### config.mk
export PLATFORM = sky130hd
export DESIGN_NAME = memBankArray
export DESIGN_NICKNAME = d
export VERILOG_FILES = /design/src/rtl/memPkg.sv /design/src/rtl/memBank.sv /design/src/rtl/memCtrl.sv /design/src/rtl/memDatapath.sv /design/src/rtl/memBankArray.sv
export SDC_FILE = /design/constraint.sdc
export NUM_CORES = 1
export LEC_CHECK = 0
export CELL_PAD_IN_SITES_DETAIL_PLACEMENT = 1
export CELL_PAD_IN_SITES_GLOBAL_PLACEMENT = 1
export CORE_MARGIN = 2
export CORE_UTILIZATION = 55
export CTS_CLUSTER_DIAMETER = 200
export CTS_CLUSTER_SIZE = 25
export DETAILED_ROUTE_END_ITERATION = 7
export PLACE_DENSITY = 0.8
export SLEW_MARGIN = 20
export SYNTH_ARGS = -nofsm -noshare
export SYNTH_HDL_FRONTEND = slang
export SYNTH_SLANG_ARGS = --single-unit
### constraint.sdc
create_clock -name clk -period 3.4 [get_ports clk]
set_input_delay 1.02 -clock clk [delete_from_list [all_inputs] [get_ports clk]]
set_output_delay 1.02 -clock clk [all_outputs]
set_load 0.01 [all_outputs]
### src/rtl/memPkg.sv
package memPkg;
  localparam int ADDR_W      = 6;
  localparam int DATA_W      = 8;
  localparam int BANK_ADDR_W = 4;
  localparam int BANK_DATA_W = 4;
  localparam int ROW_IDX_W   = ADDR_W - BANK_ADDR_W;
  localparam int ROWS        = 1 << ROW_IDX_W;
  localparam int COLS        = DATA_W / BANK_DATA_W;

  // strobes from control to datapath
  typedef struct packed {
    logic                 wrEn;      // write accepted this edge
    logic                 rdEn;      // read accepted this edge
    logic [ROW_IDX_W-1:0] rdRowQ;    // row of the last accepted read
    logic                 rdValidQ;  // read data valid this cycle
  } strobes_t;
endpackage

### src/rtl/memBank.sv
module memBank #(
  parameter int AW = 4,
  parameter int DW = 4
) (
  input  logic          clk,
  input  logic          ceN,
  input  logic          weN,
  input  logic          oeN,
  input  logic [AW-1:0] addr,
  input  logic [DW-1:0] wrData,
  output logic [DW-1:0] rdData
);
  localparam int DEPTH = 1 << AW;

  logic [DW-1:0] storage [DEPTH];
  logic [DW-1:0] rdQ;

  // write wins over output enable; read only with write inactive
  always_ff @(posedge clk) begin
    if (!ceN && !weN) storage[addr] <= wrData;
    if (!ceN && weN && !oeN) rdQ <= storage[addr];
  end

  assign rdData = rdQ;
endmodule

### src/rtl/memCtrl.sv
module memCtrl
  import memPkg::*;
(
  input  logic                 clk,
  input  logic                 rstN,
  input  logic                 csN,
  input  logic                 weN,
  input  logic                 oeN,
  input  logic [ROW_IDX_W-1:0] addrHi,
  output logic [ROWS-1:0]      rowCeN,
  output strobes_t             strobes
);
  logic                 wrEn;
  logic                 rdEn;
  logic                 rdValidQ;
  logic [ROW_IDX_W-1:0] rdRowQ;

  // active-low row decoder, all rows off while deselected
  always_comb begin
    for (int r = 0; r < ROWS; r++) begin
      rowCeN[r] = csN | (addrHi != ROW_IDX_W'(r));
    end
  end

  assign wrEn = !csN && !weN;
  assign rdEn = !csN && weN && !oeN;

  always_ff @(posedge clk or negedge rstN) begin
    if (!rstN) begin
      rdValidQ <= 1'b0;
      rdRowQ   <= '0;
    end else begin
      rdValidQ <= rdEn;
      if (rdEn) rdRowQ <= addrHi;
    end
  end

  always_comb begin
    strobes.wrEn     = wrEn;
    strobes.rdEn     = rdEn;
    strobes.rdRowQ   = rdRowQ;
    strobes.rdValidQ = rdValidQ;
  end
endmodule

### src/rtl/memDatapath.sv
module memDatapath
  import memPkg::*;
(
  input  logic                   clk,
  input  logic [ROWS-1:0]        rowCeN,
  input  strobes_t               strobes,
  input  logic [BANK_ADDR_W-1:0] addrLo,
  input  logic [DATA_W-1:0]      wrData,
  output logic [DATA_W-1:0]      rdData
);
  logic [BANK_DATA_W-1:0] bankRd [ROWS][COLS];

  for (genvar r = 0; r < ROWS; r++) begin : g_row
    for (genvar c = 0; c < COLS; c++) begin : g_col
      memBank #(
        .AW(BANK_ADDR_W),
        .DW(BANK_DATA_W)
      ) u_bank (
        .clk   (clk),
        .ceN   (rowCeN[r]),
        .weN   (!strobes.wrEn),
        .oeN   (!strobes.rdEn),
        .addr  (addrLo),
        .wrData(wrData[c*BANK_DATA_W +: BANK_DATA_W]),
        .rdData(bankRd[r][c])
      );
    end
  end

  // row mux replaces the shared tristate bus
  always_comb begin
    rdData = '0;
    if (strobes.rdValidQ) begin
      for (int c = 0; c < COLS; c++) begin
        rdData[c*BANK_DATA_W +: BANK_DATA_W] = bankRd[strobes.rdRowQ][c];
      end
    end
  end
endmodule

### src/rtl/memBankArray.sv
module memBankArray
  import memPkg::*;
(
  input  logic              clk,
  input  logic              rstN,
  input  logic              csN,
  input  logic              weN,
  input  logic              oeN,
  input  logic [ADDR_W-1:0] addr,
  input  logic [DATA_W-1:0] wrData,
  output logic [DATA_W-1:0] rdData,
  output logic              rdValid
);
  logic [ROWS-1:0] rowCeN;
  strobes_t        strobes;

  memCtrl u_ctrl (
    .clk    (clk),
    .rstN   (rstN),
    .csN    (csN),
    .weN    (weN),
    .oeN    (oeN),
    .addrHi (addr[ADDR_W-1:BANK_ADDR_W]),
    .rowCeN (rowCeN),
    .strobes(strobes)
  );

  memDatapath u_dp (
    .clk    (clk),
    .rowCeN (rowCeN),
    .strobes(strobes),
    .addrLo (addr[BANK_ADDR_W-1:0]),
    .wrData (wrData),
    .rdData (rdData)
  );

  assign rdValid = strobes.rdValidQ;
endmodule

==> results of run 1 <==
[worst paths after layout]
path	start	end	cells past startpoint
worst max-delay path	u_ctrl.rdRowQ[0]$_DFFE_PN0P_	rdData[7]	4
worst max register to register	u_dp.g_row[2].g_col[1].u_bank.storage[3][0]$_DFFE_PP_	u_dp.g_row[2].g_col[1].u_bank.rdData[0]$_DFFE_PP_	3
min in group clk	u_ctrl.rdRowQ[1]$_DFFE_PN0P_	u_ctrl.rdRowQ[1]$_DFFE_PN0P_	2
worst min register to register	u_ctrl.rdRowQ[1]$_DFFE_PN0P_	u_ctrl.rdRowQ[1]$_DFFE_PN0P_	2
worst min-delay path	rstN	u_ctrl.rdRowQ[1]$_DFFE_PN0P_	1
max in group asynchronous	rstN	u_ctrl.rdRowQ[0]$_DFFE_PN0P_	1
[worst reg2reg max path, cell delays in order, from the launching register on]
cell,delay (ns)
edfxtp_1,0.38
mux4_2,0.51
a22oi_1,0.34
nand2_1,0.14
[cell families after synthesis]
family | after synthesis | synth area share [%]
AND/OR/NAND/NOR | 144 | 2.934
multiplexers | 136 | 14.69
flip-flops | 547 | 78.70
AO/OA/AOI/OAI | 64 | 2.304
buffers and inverters | 57 | 1.368
[power groups by stage]
stage                     logic (mW)  registers [mW]  clock network, mW
final                          0.677            7.46               3.35
after global routing           0.721            7.47               3.59
after CTS                      0.677            7.46               3.40
after detailed placement       0.673            7.62                  0
after global placement         0.644            7.61                  0
after floorplan                0.369            7.60                  0
[cell type report]
type                            count  area (µm²)
Sequential cell                   547       16410
Fill cell                        3112       14350
Multi-Input combinational cell    344        4175
Timing Repair Buffer              134        1206
Clock buffer                       44       696.9
Tap cell                          511       639.4
Clock inverter                      1       5.005
Inverter                            1       3.754
[flip-flops by register name, summed over array words and instances (netlist names)]
signal                           flops
u_ctrl.rdRowQ                        2
u_ctrl.rdValidQ                      1
u_dp.g_row.g_col.u_bank.rdData      32
u_dp.g_row.g_col.u_bank.storage    512
[per-stage QoR]
step           worst slack, ns  cells  util (%)  total power [mW]
2_1_floorplan           0.4446    948         -             7.970
3_3_place_gp            0.2309   1535     59.78             8.258
3_5_place_dp            0.1057   1535     59.78             8.291
4_1_cts               0.005564   1580     61.65             11.54
5_1_grt                0.01987   1582     61.72             11.78
6_report                0.1285   1582     61.72             11.49
[routing by layer]
layer / share of wire, % / up-vias / track usage (%)
met5: 0 / - / 0
met4: 2.6 / 0 / 7.297
met3: 7.0 / 71 / 3.950
met2: 51 / 462 / 42.74
met1: 40 / 5392 / 35.82
li1: - / 4138 / -
[what timing repair did]
item	CTS	global route
setup buffers	0	2
setup endpoints to repair	8	5
pin swaps	0	0
resized for setup	4	5
[synth_stat cells, types with 4 or more instances]
master    count  area (µm²)
nor2b_1       4       25.02
and2_1        9       56.30
a22oi_1      64       480.5
nand2_1      52       195.2
buf_6         6       67.56
buf_2        20       100.1
clkbuf_1     23       86.33
nand3_1       4       20.02
nor2_1       64       240.2
edfxtp_1    544       16340
buf_1         6       22.52
mux4_2      136        3063
nor4_1        4       25.02
==> run summary, run 1 <==
EDFF count, synth -> 544
Worst max-slew margin expressed relative to the limit -> 43.04%
Peak supply drop -> 0.3724 mV
Primary flip-flop cell chosen by synthesis mapping -> edfxtp_1
Initial detailed-routing violation count -> 1042
Sort of element at the end of the critical path -> output pin
Reg clk slew, reported paths -> 0.10 ns
NumNets Final -> 1072
Biggest cell delay along the critical path -> 0.54 ns
Share of the cycle needed by the critical path after routing -> 96.22%
Cell Chain, Critical Path -> buf_4 -> mux4_2 -> and2_1 -> dlygate4sd2_1
Slowest CP cell -> dfrtp_2
Number of input and output port buffers inserted -> 27
Syn Area/Cell -> 21.99 µm²
Total of flip-flops plus latches after synthesis -> 547
Remaining DRCs -> 0
Achievable Freq -> 305.7 MHz
Antenna violations before repair -> 0
Crit path max-delay family -> flip-flops
Worst-case register-to-register setup slack -> 1.78 ns
Y dimension of the die -> 198.7 µm
Antenna cell count -> 0
Outcome -> complete, no violations
Final weighted congestion of routability-driven global placement -> 0.8105
Width of the chip -> 198.7 µm
Clock root buffer master -> clkbuf_16
Proportion of layout cells with a drive suffix above 1 -> 26.70%
Critical Path AT -> 2.25 ns
Placeable core area -> 0.03749 mm²
First-pass GRT wire length -> 71.75 mm
Worst-Skew Late Latency -> 0.58 ns
HPWL after detailed placement -> 32.29 mm
Cell area after layout -> 0.02314 mm²
Period minus WS final -> 3.272 ns
Number of warnings printed during yosys synthesis -> 0
Worst min path class -> input port to async pin
Ys async rst share -> 0.5484%
Biggest fanout along the worst timing path -> 9
Top-level I/O count -> 28
Buffering stage count on the worst path with inverters included -> 2
Area of the die -> 0.03949 mm²
Top library cells by usage in the layout, fill and taps aside -> 544 x edfxtp_1, 136 x mux4_2, 95 x buf_4
Number of setup violations in the final report -> 0
Worst setup path class -> flip-flop to output pin
CTS hold repair buffers -> 0
Number of levels in the clock H-tree -> 1
Pleak -> 7.363 nW
Vias in the first global route -> 10560
Pwr Density -> 496.4 mW/mm²
Cell count after synthesis -> 948
DRT Pass-1 Iters -> 5
Setup repair after global routing missed its margin -> no
Proportion of power drawn by the clock network -> 29.1%
Final wirelength -> 48.60 mm
Power Internal -> 9.119 mW
Maximum clock skew at final layout -> 0.01544 ns
GR Util All Layers -> 25.65%
Number of antenna-violating nets in the routed design -> 0
Vias per std cell -> 6.361
Endpoints failing hold -> 0
Post-synthesis instance area -> 0.02085 mm²
Required time of the worst setup path -> 2.38 ns
Maximum number of pins on one net before global-route repair -> 41
Number of placement rows -> 71
Startpoint class of the critical path -> flip-flop
Num Clock Sinks -> 547
Register share of total power -> 65.0%
Sequential element share of the synthesized area -> 78.70%
Fraction of power spent switching nets -> 20.61%
Total cell area at the placement stage -> 0.02241 mm²
Switching power -> 2.367 mW
Clock tree from TritonCTS -> built
Slew at the pin closest to its max-slew limit -> 0.8544 ns
Final slew viol count -> 0
Cts bufs inserted -> 25
Commonest non-fill, non-tap cell in the layout -> edfxtp_1
Residual overflow from global routing -> 0
Comb pwr share -> 5.9%
Number of library cell types mapped by synthesis -> 21
Total Neg Setup Slack -> 0 ns
Max Cap Viol -> 0
Area overhead of the layout relative to synthesis -> 10.97%
Worst-case hold slack -> 0.6604 ns
Initial core utilization -> 55.62%
Post-Synthesis Net Count -> 967
Overall via count from detail_route -> 10060
CTS max path bufs -> 3
Avg WL per Cell -> 30.72 µm
Note: power is estimated with default switching activity, not from simulation.
==> inputs of run 2 (changes only) <==
--- a/config.mk
+++ b/config.mk
@@ -5,6 +5,7 @@
 export SDC_FILE = /design/constraint.sdc
 export NUM_CORES = 1
 export LEC_CHECK = 0
+export CAP_MARGIN = 30
 export CELL_PAD_IN_SITES_DETAIL_PLACEMENT = 1
 export CELL_PAD_IN_SITES_GLOBAL_PLACEMENT = 1
 export CORE_MARGIN = 2
==> results of run 2 <==
No change in the layout: final DEF, timing and power equal those of run 1.
==> inputs of run 3 (changes only) <==
--- a/config.mk
+++ b/config.mk
@@ -13,6 +13,7 @@
 export CTS_CLUSTER_DIAMETER = 200
 export CTS_CLUSTER_SIZE = 25
 export DETAILED_ROUTE_END_ITERATION = 7
+export GPL_TIMING_DRIVEN = 0
 export PLACE_DENSITY = 0.8
 export SLEW_MARGIN = 20
 export SYNTH_ARGS = -nofsm -noshare
==> run 3 against run 2 <==
Against the previous run:
- utilization fell by 1.4 points
- worst setup slack worse by 0.061 ns
- largest power group unchanged
- total power is 0.14% higher
- clock power about the same
- non-clock buffer count decreased by 43
- fmax shrank 1.8%
==> run summary, run 3 (same netlist as run 1, synthesis figures left out) <==
Slew at the pin closest to its max-slew limit -> 0.9909 ns (+0.1365 ns)
First-pass GRT wire length -> 70.97 mm (-1.1%)
Reg clk slew, reported paths -> 0.10 ns (about the same)
Cell Chain, Critical Path -> buf_6 -> mux4_2 -> and2_1 -> clkdlybuf4s50_1
Power Internal -> 9.106 mW (-0.15%)
Achievable Freq -> 300.1 MHz (-1.8%)
Required time of the worst setup path -> 2.38 ns (about the same)
Initial core utilization -> 55.62% (unchanged)
Pwr Density -> 508.7 mW/mm² (+2.5%)
Number of levels in the clock H-tree -> 1 (unchanged)
Y dimension of the die -> 198.7 µm (unchanged)
Setup ws final -> 0.06770 ns (-0.06079 ns)
Proportion of power drawn by the clock network -> 29.3% (+0.2 points)
Setup repair after global routing missed its margin -> no
Final Util -> 60.32% (-1.4 points)
Buffering stage count on the worst path with inverters included -> 2 (unchanged)
Clock root buffer master -> clkbuf_16
Max reg flops -> 512 (unchanged)
Comb pwr share -> 5.9% (about the same)
Met2 wire length -> 24.34 mm (-0.98%)
Remaining DRCs -> 0 (unchanged)
Top-level I/O count -> 28 (unchanged)
Maximum clock skew at final layout -> 0.02191 ns (+0.006462 ns)
Commonest non-fill, non-tap cell in the layout -> edfxtp_1
Outcome -> complete, no violations
Register share of total power -> 64.8% (-0.2 points)
Biggest fanout along the worst timing path -> 9 (unchanged)
Worst-Skew Late Latency -> 0.57 ns (about the same)
Num Clock Sinks -> 547 (unchanged)
Register with the most flip-flops -> u_dp.g_row.g_col.u_bank.storage
Area of the die -> 0.03949 mm² (unchanged)
Pleak -> 6.891 nW (-6.4%)
Antenna violations before repair -> 0 (unchanged)
Switching power -> 2.397 mW (+1.3%)
Overall Power -> 11.50 mW (+0.14%)
Vias per std cell -> 6.437 (+1.2%)
Post-placement worst setup slack -> -0.4363 ns (-0.5420 ns)
Residual overflow from global routing -> 0 (unchanged)
Met3 layer wire length in the routed design -> 3.470 mm (+1.5%)
Clock tree from TritonCTS -> built
Sum of routed wire segments on met1 -> 19.00 mm (-1.8%)
Critical Path AT -> 2.31 ns (+0.06 ns)
Cell area after layout -> 0.02261 mm² (-2.3%)
Max Cap Viol -> 0 (unchanged)
CTS max path bufs -> 3 (unchanged)
NumNets Final -> 1029 (-4.0%)
DRT Pass-1 Iters -> 5 (unchanged)
Period minus WS final -> 3.332 ns (+0.06079 ns)
Final slew viol count -> 0 (unchanged)
HPWL after detailed placement -> 32.92 mm (+1.9%)
Number of placement rows -> 71 (unchanged)
Peak supply drop -> 0.3062 mV (-18%)
Worst max-slew margin expressed relative to the limit -> 33.70% (-9.3 points)
Final weighted congestion of routability-driven global placement -> 0.8386 (+3.5%)
Startpoint class of the critical path -> flip-flop
Maximum number of pins on one net before global-route repair -> 41 (unchanged)
Crit path max-delay family -> buffers and inverters
Fraction of power spent switching nets -> 20.84% (+0.23 points)
Vias in the first global route -> 10480 (-0.76%)
Endpoints failing hold -> 0 (unchanged)
Total cell area at the placement stage -> 0.02190 mm² (-2.3%)
Final wirelength -> 48.13 mm (-0.96%)
Number of input and output port buffers inserted -> 21 (-22%)
GR Util All Layers -> 25.34% (-0.31 points)
Biggest cell delay along the critical path -> 0.55 ns (about the same)
Number of setup violations in the final report -> 0 (unchanged)
Placeable core area -> 0.03749 mm² (unchanged)
Sort of element at the end of the critical path -> output pin
Initial detailed-routing violation count -> 871 (-16%)
Top library cells by usage in the layout, fill and taps aside -> 544 x edfxtp_1, 136 x mux4_2, 64 x a22oi_1, 64 x nor2_1, 52 x nand2_1
Worst setup path class -> flip-flop to output pin
Width of the chip -> 198.7 µm (unchanged)
Area overhead of the layout relative to synthesis -> 8.449%
Worst min path class -> input port to async pin
Highest Signal Layer -> met4
Antenna cell count -> 0 (unchanged)
Avg WL per Cell -> 31.28 µm (+1.8%)
Number of antenna-violating nets in the routed design -> 0 (unchanged)
Overall via count from detail_route -> 9907 (-1.6%)
Share of the cycle needed by the critical path after routing -> 98.01% (+1.8 points)
Cts bufs inserted -> 25 (unchanged)
CTS hold repair buffers -> 0 (unchanged)
Proportion of layout cells with a drive suffix above 1 -> 21.21% (-5.5 points)
Slowest CP cell -> mux4_2
## run 3: per-stage QoR
stage / hold WS (ns) / setup TNS [ns] / instances
finish: 0.6395 / 0 / 1539
global route: 0.6371 / 0 / 1539
global placement: 0.7371 / -168.28 / 1480
floorplan: 0.6871 / 0 / 948
CTS: 0.6269 / 0 / 1538
detailed placement: 0.7620 / -95.97 / 1494
## run 3: final cells by class
| type | count | area [µm²] |
|---|---|---|
| Clock inverter | 1 | 5.005 |
| Fill cell | 3105 | 14880 |
| Tap cell | 511 | 639.4 |
| Buffer | 55 | 284.0 |
| Timing Repair Buffer | 36 | 387.9 |
| Clock buffer | 44 | 696.9 |
| Inverter | 1 | 3.754 |
| Sequential cell | 547 | 16410 |
| Multi-Input combinational cell | 344 | 4185 |
## run 3: routing by layer
metal  GRT usage, %  vias up
li1               -     4054
met1          36.01     5308
met2          42.57      478
met3          2.933       67
met4          6.633        0
met5              0        -
## run 3: final timing paths
path                                                                        from                                           endpoint  slack, ns  cells after the start
setup reg to reg           u_dp.g_row[0].g_col[1].u_bank.storage[6][1]$_DFFE_PP_  u_dp.g_row[0].g_col[1].u_bank.rdData[1]$_DFFE_PP_       1.67                      3
hold / removal                                                              rstN                          u_ctrl.rdValidQ$_DFF_PN0_       0.64                      1
max in group asynchronous                                                   rstN                       u_ctrl.rdRowQ[1]$_DFFE_PN0P_       2.58                      1
min in group clk                                    u_ctrl.rdRowQ[0]$_DFFE_PN0P_                       u_ctrl.rdRowQ[0]$_DFFE_PN0P_       0.69                      3
hold reg to reg                                     u_ctrl.rdRowQ[0]$_DFFE_PN0P_                       u_ctrl.rdRowQ[0]$_DFFE_PN0P_       0.69                      3
setup / recovery                                    u_ctrl.rdRowQ[0]$_DFFE_PN0P_                                          rdData[7]       0.07                      4
## run 3: worst register-to-register path: stages, from the launching register on
cell	delay (ns)
edfxtp_1	0.42
mux4_2	0.52
a22oi_1	0.40
nand2_1	0.13
## run 3: repair_timing
item                       4_1_cts  5_1_grt
buffers inserted                 0        0
resized for setup                1        1
setup endpoints to repair        8        6
## run 3: power by group through the flow
stage,combinational [mW],sequential (mW),clock [mW]
after global routing,0.724,7.46,3.61
after global placement,0.631,7.62,0
final,0.680,7.45,3.37
after detailed placement,0.686,7.60,0
after floorplan,0.369,7.60,0
after CTS,0.682,7.45,3.40
